$ cat config.mk
export PLATFORM = sky130hd
export DESIGN_NAME = pll_bringup_seq
export DESIGN_NICKNAME = d
export VERILOG_FILES = /design/src/rtl/pllseq_pkg.sv /design/src/rtl/pllseq_us_timer.sv /design/src/rtl/pllseq_lock_filter.sv /design/src/rtl/pll_bringup_seq.sv
export SDC_FILE = /design/constraint.sdc
export NUM_CORES = 1
export LEC_CHECK = 0
export ABC_AREA = 1
export CORE_MARGIN = 2
export CORE_UTILIZATION = 25
export CTS_CLUSTER_SIZE = 14
export DETAILED_ROUTE_END_ITERATION = 12
export SYNTH_ARGS = -nofsm -noshare
export SYNTH_HDL_FRONTEND = slang
export SYNTH_HIERARCHICAL = 1
export SYNTH_SLANG_ARGS = --single-unit
$ cat constraint.sdc
create_clock -name clk -period 2.6 [get_ports clk]
set_input_delay 0.39 -clock clk [delete_from_list [all_inputs] [get_ports clk]]
set_output_delay 0.39 -clock clk [all_outputs]
set_load 0.02 [all_outputs]
$ cat src/rtl/pllseq_pkg.sv
package pllseq_pkg;

  localparam int NPLL = 3;

  typedef enum logic [4:0] {
    ST_IDLE, ST_GFLASH, ST_GMAIN, ST_GPER, ST_BYP, ST_BYPW,
    ST_VRST, ST_BGW, ST_BGREL, ST_IDIV, ST_GRDW, ST_VON, ST_LOCK,
    ST_CNTLD, ST_ORSET, ST_ORCLR, ST_PHPRE, ST_PHWR, ST_PHPOST,
    ST_UNBYP, ST_UBW, ST_SAFE, ST_SAFW, ST_SRC, ST_UNG, ST_LOL, ST_DONE
  } seq_state_t;

  // Clock cycles per microsecond, rounded up so no interval falls short.
  function automatic int unsigned cycles_per_us(input int unsigned hz);
    longint unsigned h;
    h = longint'(hz);
    return int'((h + 64'd999_999) / 64'd1_000_000);
  endfunction

endpackage

$ cat src/rtl/pllseq_us_timer.sv
module pllseq_us_timer #(
  parameter int unsigned CLK_HZ = 100_000_000,
  parameter int          US_W   = 4
) (
  input  logic            clk,
  input  logic            rst_n,
  input  logic            start_i,
  input  logic [US_W-1:0] us_i,
  output logic            tick_o,
  output logic            expired_o
);
  import pllseq_pkg::*;

  localparam int unsigned CPU   = cycles_per_us(CLK_HZ);
  localparam int          PRE_W = (CPU > 1) ? $clog2(CPU) : 1;

  logic [PRE_W-1:0] pre_q;
  logic [US_W-1:0]  left_q;

  assign tick_o    = (left_q != '0) && (pre_q == '0);
  assign expired_o = (left_q == '0);

  always_ff @(posedge clk or negedge rst_n) begin
    if (!rst_n) begin
      pre_q  <= '0;
      left_q <= '0;
    end else if (start_i) begin
      pre_q  <= PRE_W'(CPU - 1);
      left_q <= us_i;
    end else if (left_q != '0) begin
      if (pre_q == '0) begin
        pre_q  <= PRE_W'(CPU - 1);
        left_q <= left_q - 1'b1;
      end else begin
        pre_q <= pre_q - 1'b1;
      end
    end
  end

endmodule

$ cat src/rtl/pllseq_lock_filter.sv
module pllseq_lock_filter #(
  parameter int RUNS = 10,
  parameter int N    = 3
) (
  input  logic         clk,
  input  logic         rst_n,
  input  logic         en_i,
  input  logic [N-1:0] lock_i,
  output logic         locked_o
);
  localparam int CW = $clog2(RUNS + 1);

  logic [CW-1:0] run_q;

  assign locked_o = (run_q == CW'(RUNS));

  always_ff @(posedge clk or negedge rst_n) begin
    if (!rst_n)           run_q <= '0;
    else if (!en_i)       run_q <= '0;
    else if (!(&lock_i))  run_q <= '0;
    else if (!locked_o)   run_q <= run_q + 1'b1;
  end

endmodule

$ cat src/rtl/pll_bringup_seq.sv
module pll_bringup_seq #(
  parameter int unsigned CLK_HZ   = 100_000_000,
  parameter int          BG_US    = 5,
  parameter int          GUARD_US = 7,
  parameter int          LOCK_RUNS = 10,
  parameter int          NUM_W    = 12,
  parameter int          DEN_W    = 6,
  parameter int          SRC_W    = 2,
  parameter int          SRC_RST  = 0,
  parameter int          NPH      = 4,
  parameter int          PH_W     = 8
) (
  input  logic                    clk,
  input  logic                    rst_n,
  input  logic                    start_i,
  input  logic                    busy_i,
  input  logic [2:0]              lock_i,
  input  logic [NPH-1:0]          phase_nz_i,
  input  logic [3*NUM_W-1:0]      cfg_numer_i,
  input  logic [3*DEN_W-1:0]      cfg_denom_i,
  input  logic [NPH*PH_W-1:0]     cfg_phase_i,
  input  logic [SRC_W-1:0]        cfg_per_src_i,
  input  logic [SRC_W-1:0]        cfg_l4_src_i,
  output logic [2:0]              bypass_o,
  output logic [2:0]              bgpd_o,
  output logic [2:0]              vco_en_o,
  output logic [2:0]              outrst_o,
  output logic [3*NUM_W-1:0]      numer_o,
  output logic [3*DEN_W-1:0]      denom_o,
  output logic                    int_div_ld_o,
  output logic                    ext_div_ld_o,
  output logic                    cnt_ld_o,
  output logic [NPH-1:0]          phase_we_o,
  output logic [PH_W-1:0]         phase_val_o,
  output logic [SRC_W-1:0]        per_src_o,
  output logic [SRC_W-1:0]        l4_src_o,
  output logic                    flash_clk_en_o,
  output logic                    per_clk_en_o,
  output logic                    main_clk_en_o,
  output logic                    mem_clk_en_o,
  output logic                    dbg_clk_en_o,
  output logic                    safe_clr_o,
  output logic                    lol_clr_o,
  output logic                    done_o
);
  import pllseq_pkg::*;

  localparam int US_MAX = (BG_US > GUARD_US) ? BG_US : GUARD_US;
  localparam int US_W   = $clog2(US_MAX + 1);
  localparam int PIW    = (NPH > 1) ? $clog2(NPH) : 1;
  localparam logic [PIW-1:0] PH_LAST = PIW'(NPH - 1);

  seq_state_t     state_q;
  logic [PIW-1:0] ph_idx_q;

  // Named internal events, visible to the bound checker
  logic           tmr_start;
  logic [US_W-1:0] tmr_us;
  logic           us_tick;
  logic           tmr_done;
  logic           lock_ok;
  logic           cur_nz;

  assign tmr_start = (state_q == ST_VRST) || (state_q == ST_BGREL);
  assign tmr_us    = (state_q == ST_VRST) ? US_W'(BG_US) : US_W'(GUARD_US);
  assign cur_nz    = phase_nz_i[ph_idx_q];
  assign dbg_clk_en_o = 1'b1;

  pllseq_us_timer #(.CLK_HZ(CLK_HZ), .US_W(US_W)) u_tmr (
    .clk(clk), .rst_n(rst_n), .start_i(tmr_start), .us_i(tmr_us),
    .tick_o(us_tick), .expired_o(tmr_done)
  );

  pllseq_lock_filter #(.RUNS(LOCK_RUNS), .N(3)) u_lock (
    .clk(clk), .rst_n(rst_n), .en_i(state_q == ST_LOCK),
    .lock_i(lock_i), .locked_o(lock_ok)
  );

  always_ff @(posedge clk or negedge rst_n) begin
    if (!rst_n) begin
      state_q        <= ST_IDLE;
      ph_idx_q       <= '0;
      bypass_o       <= '0;
      bgpd_o         <= '0;
      vco_en_o       <= '0;
      outrst_o       <= '0;
      numer_o        <= '0;
      denom_o        <= '0;
      int_div_ld_o   <= 1'b0;
      ext_div_ld_o   <= 1'b0;
      cnt_ld_o       <= 1'b0;
      phase_we_o     <= '0;
      phase_val_o    <= '0;
      per_src_o      <= SRC_W'(SRC_RST);
      l4_src_o       <= SRC_W'(SRC_RST);
      flash_clk_en_o <= 1'b1;
      per_clk_en_o   <= 1'b1;
      main_clk_en_o  <= 1'b1;
      mem_clk_en_o   <= 1'b1;
      safe_clr_o     <= 1'b0;
      lol_clr_o      <= 1'b0;
      done_o         <= 1'b0;
    end else begin
      int_div_ld_o <= 1'b0;
      ext_div_ld_o <= 1'b0;
      cnt_ld_o     <= 1'b0;
      phase_we_o   <= '0;
      safe_clr_o   <= 1'b0;
      lol_clr_o    <= 1'b0;
      case (state_q)
        ST_IDLE, ST_DONE: if (start_i) begin
          state_q <= ST_GFLASH; flash_clk_en_o <= 1'b0; done_o <= 1'b0;
        end
        ST_GFLASH: begin
          state_q <= ST_GMAIN; main_clk_en_o <= 1'b0; mem_clk_en_o <= 1'b0;
        end
        ST_GMAIN: begin state_q <= ST_GPER; per_clk_en_o <= 1'b0; end
        ST_GPER:  begin state_q <= ST_BYP;  bypass_o <= '1; end
        ST_BYP:   state_q <= ST_BYPW;
        ST_BYPW: if (!busy_i) begin
          state_q   <= ST_VRST;
          bgpd_o    <= '1;
          vco_en_o  <= '0;
          numer_o   <= '0;
          denom_o   <= '0;
          per_src_o <= SRC_W'(SRC_RST);
          l4_src_o  <= SRC_W'(SRC_RST);
        end
        ST_VRST: state_q <= ST_BGW;
        ST_BGW: if (tmr_done) begin
          state_q <= ST_BGREL;
          bgpd_o  <= '0;
          numer_o <= cfg_numer_i;
          denom_o <= cfg_denom_i;
        end
        ST_BGREL: begin state_q <= ST_IDIV; int_div_ld_o <= 1'b1; end
        ST_IDIV:  state_q <= ST_GRDW;
        ST_GRDW: if (tmr_done) begin
          state_q <= ST_VON; vco_en_o <= '1; ext_div_ld_o <= 1'b1;
        end
        ST_VON:  state_q <= ST_LOCK;
        ST_LOCK: if (lock_ok) begin state_q <= ST_CNTLD; cnt_ld_o <= 1'b1; end
        ST_CNTLD: begin state_q <= ST_ORSET; outrst_o <= '1; end
        ST_ORSET: begin state_q <= ST_ORCLR; outrst_o <= '0; ph_idx_q <= '0; end
        ST_ORCLR: state_q <= ST_PHPRE;
        ST_PHPRE: if (!cur_nz) begin
          state_q              <= ST_PHWR;
          phase_we_o[ph_idx_q] <= 1'b1;
          phase_val_o          <= cfg_phase_i[ph_idx_q*PH_W +: PH_W];
        end
        ST_PHWR: state_q <= ST_PHPOST;
        ST_PHPOST: if (!cur_nz) begin
          if (ph_idx_q == PH_LAST) begin
            state_q <= ST_UNBYP; bypass_o <= '0;
          end else begin
            state_q <= ST_PHPRE; ph_idx_q <= ph_idx_q + 1'b1;
          end
        end
        ST_UNBYP: state_q <= ST_UBW;
        ST_UBW:   if (!busy_i) begin state_q <= ST_SAFE; safe_clr_o <= 1'b1; end
        ST_SAFE:  state_q <= ST_SAFW;
        ST_SAFW:  if (!busy_i) begin
          state_q <= ST_SRC; per_src_o <= cfg_per_src_i; l4_src_o <= cfg_l4_src_i;
        end
        ST_SRC: begin
          state_q <= ST_UNG;
          flash_clk_en_o <= 1'b1; per_clk_en_o <= 1'b1;
          main_clk_en_o  <= 1'b1; mem_clk_en_o <= 1'b1;
        end
        ST_UNG: begin state_q <= ST_LOL; lol_clr_o <= 1'b1; end
        ST_LOL: begin state_q <= ST_DONE; done_o <= 1'b1; end
        default: state_q <= ST_IDLE;
      endcase
    end
  end

endmodule

==> summary by stage <==
STA
The final critical delay including setup and external delays is 2.24 ns. The slew at the pin closest to its max-slew limit is 0.572 ns. The number of hold violations in the final report was 0.

Setup repair after global routing left no endpoint under its margin. The final-layout worst hold slack is 0.0298 ns. Setup violations remaining at the end of the flow were counted as 0. Between clock sinks in the finished design, the worst skew comes to 0.00834 ns. The maximum clock frequency is 447 MHz. The number of pins exceeding their max-slew limit in the final report is 0. The worst pin sits at a relative slew slack of 61.4%. The setup TNS after final layout is 0 ns. The final critical path takes up 86.0% of the cycle.

Detailed routing
The number of search-and-repair iterations in the first detailed-routing pass is 6. Wires add up to 14900 um. The routed length per placed instance is 13.5 um.

In the routed design, unresolved DRC markers number 0. The final antenna-violating net count is 0. After detailed routing, the number of vias per cell comes to 4.35. The first routing iteration left 222 violations.

For this block, the via count after detailed routing is 4790.

Logic synthesis
The number of synthesis warnings is 6. The gate count of the mapped netlist is 642. Summing every instance area after synthesis gives 5160 um^2. The per-instance average area after synthesis is 8.04 um^2.

CTS
The number of H-tree branching levels is 3. The count of instances resized after the clock tree is built is 0. The clock passes through at most 2 buffers. The TritonCTS buffer count is 9. The post-CTS setup-driven buffer insertion count is 0. After clock tree synthesis, the clock-pin slew on the worst setup and hold paths is 0.07 ns. The CTS tree is done. The clock root buffer is sky130_fd_sc_hd__clkbuf_16.

Hold repair after CTS inserted 0 buffers. The clock latency on the worst-skew pair is 0.35 ns. The tree built by TritonCTS fans out to 104 sinks.

Layout
The area of the multi-input gates is 2130 um^2. The final standard cell utilization of the core is 37.8%. The final layout contains 936 nets. From synthesis to final layout, the design area changed by 48.0%. The final antenna diode count is 0.

The count of cells in the finished layout, fillers not included, comes to 1100. The sequential cells in the finished layout cover a total of 2610 um^2. The filler cell count in the final layout is 2077. The share of cells above drive strength 1 is 7.95%.

Run
The max-cap violation count is 0.

Power and ir drop
The internal portion of total power is 5020 uW. Power spread over the standard cell area amounts to 1110 nW/um^2. The leakage power figure is 0.00370 uW.

Net switching is 40.7% of the power. The relative contribution of sequential cells to total power is 32.1%. Combinational logic is responsible for 49.9% of the overall power.

Of the total power, the clock network draws 18.0%. IR analysis of the VDD net gives a maximum drop of 0.000335 V. The power dissipated by switching net loads is 3450 uW.

Global route
The via count of the first global-routing pass was 4693. Summed over all layers, the global routing overflow is 0. The maximum number of pins on one net before global-route repair is 55. The initial antenna violation count is 0.

Global routing used 13.8% of the available tracks. The first global-routing pass estimated 23800 um of wire.

Critical path
The critical register-to-register path startpoint is state_q[3]$_DFFE_PN0P_. The required time of the worst setup path is 2.84 ns. The critical path starts at state_q[3]$_DFFE_PN0P_.

The critical path in this run is classified as reg2reg. Of all nets on the critical path, the largest fanout is 11. At the worst endpoint, the arrival time is 2.47 ns. STA classifies the critical path endpoint as a flop. The critical path launch point type is a flop.

Floorplanning
The die area is 21800 um^2. The die boundary height is 148 um. The standard-cell row count is 52.

The core region is 20200 um^2. Once the floorplan was initialized, standard cells occupied 25.5% of the core. The number of top-level design ports is 194. The die is 148 um wide.

Place
The placed wire-length estimate after detailed placement is 10900 um. The global placer's final weighted congestion is 0.903. In this run the tool buffered the top-level ports with 192 buffer cells. Including well taps, the total number of placed cells is 1084.

Min path
The worst hold path class is in2async.

Run status
The run finished with clean final reports.
-- stage by stage --
step / total power, uW / instance area (um^2) / worst slack [ns]
after floorplan: 5240 / 5170 / 0.771
after CTS: 8580 / 7640 / 0.388
after detailed placement: 7000 / 7300 / 0.386
final: 8470 / 7640 / 0.364
after global routing: 9130 / 7640 / 0.131
after global placement: 6950 / 7300 / 0.490
-- critical path, cell delays in order, from the launching register on --
cell	delay, ns
sky130_fd_sc_hd__dfrtp_1	0.56
sky130_fd_sc_hd__inv_2	0.13
sky130_fd_sc_hd__nor2_1	0.18
sky130_fd_sc_hd__nand2_1	0.11
sky130_fd_sc_hd__o21ai_0	0.48
sky130_fd_sc_hd__inv_2	0.18
sky130_fd_sc_hd__nand3_2	0.25
sky130_fd_sc_hd__nand2_2	0.13
sky130_fd_sc_hd__nand2_1	0.07
sky130_fd_sc_hd__nand2_1	0.05
-- power groups by stage --
stage	sequential (uW)	combinational (uW)	clock, uW
floorplan	3290	1950	0
global placement	2720	4230	0
detailed placement	2750	4260	0
CTS	2720	4270	1590
global route	2810	4660	1660
finish	2710	4230	1520
-- sequential cells by signal, summed over array words and instances, names as in the netlist --
signal,flops
per_clk_en_o,1
bgpd_o,1
ext_div_ld_o,1
ph_idx_q,2
outrst_o,1
phase_we_o,4
l4_src_o,2
bypass_o,1
cnt_ld_o,1
lol_clr_o,1
safe_clr_o,1
mem_clk_en_o,1
phase_val_o,8
vco_en_o,1
numer_o,36
u_lock/run_q,4
u_tmr/left_q,3
done_o,1
per_src_o,2
state_q,5
denom_o,18
u_tmr/pre_q,7
flash_clk_en_o,1
int_div_ld_o,1
-- metal layers --
| layer | routed length (um) | GRT usage [%] | vias to the layer above |
|---|---|---|---|
| met1 | 6630 | 17.4 | 2183 |
| met4 | 228 | 3.99 | 0 |
| met2 | 6780 | 22.9 | 223 |
| met5 | 0 | 0 | - |
| li1 | - | - | 2368 |
| met3 | 1220 | 4.29 | 16 |
-- cells in the final DEF, fill, tap and decap left out, types with 4 or more instances in the layout --
master / count
sky130_fd_sc_hd__mux2_4: 6
sky130_fd_sc_hd__ha_1: 10
sky130_fd_sc_hd__nand3_2: 5
sky130_fd_sc_hd__o22ai_1: 10
sky130_fd_sc_hd__inv_2: 8
sky130_fd_sc_hd__nand2_2: 4
sky130_fd_sc_hd__clkdlybuf4s50_1: 191
sky130_fd_sc_hd__buf_4: 9
sky130_fd_sc_hd__o21ai_0: 28
sky130_fd_sc_hd__inv_1: 42
sky130_fd_sc_hd__nor2_2: 7
sky130_fd_sc_hd__dfrtp_1: 101
sky130_fd_sc_hd__nor3_1: 5
sky130_fd_sc_hd__nand2_1: 260
sky130_fd_sc_hd__nand3_1: 40
sky130_fd_sc_hd__clkbuf_16: 9
sky130_fd_sc_hd__nor2_1: 60
-- cell type report --
cell class | count | share of cell area (%)
Sequential cell | 104 | 34.1
Multi-Input combinational cell | 457 | 27.8
Timing Repair Buffer | 203 | 26.7
Tap cell | 270 | 4.42
Clock buffer | 12 | 3.49
Inverter | 50 | 2.46
Clock inverter | 4 | 0.983
-- worst paths after layout --
check	end	slack [ns]	cells past startpoint
setup reg to reg	u_tmr/left_q[0]$_DFFE_PN0P_	0.36	9
setup / recovery	u_tmr/left_q[0]$_DFFE_PN0P_	0.36	9
min in group clk	denom_o[4]$_DFFE_PN0P_	0.47	2
hold / removal	state_q[0]$_DFFE_PN0P_	0.03	1
max in group asynchronous	denom_o[3]$_DFFE_PN0P_	1.89	2
hold reg to reg	denom_o[4]$_DFFE_PN0P_	0.47	2
No activity file was read; power rests on OpenSTA's default activity.
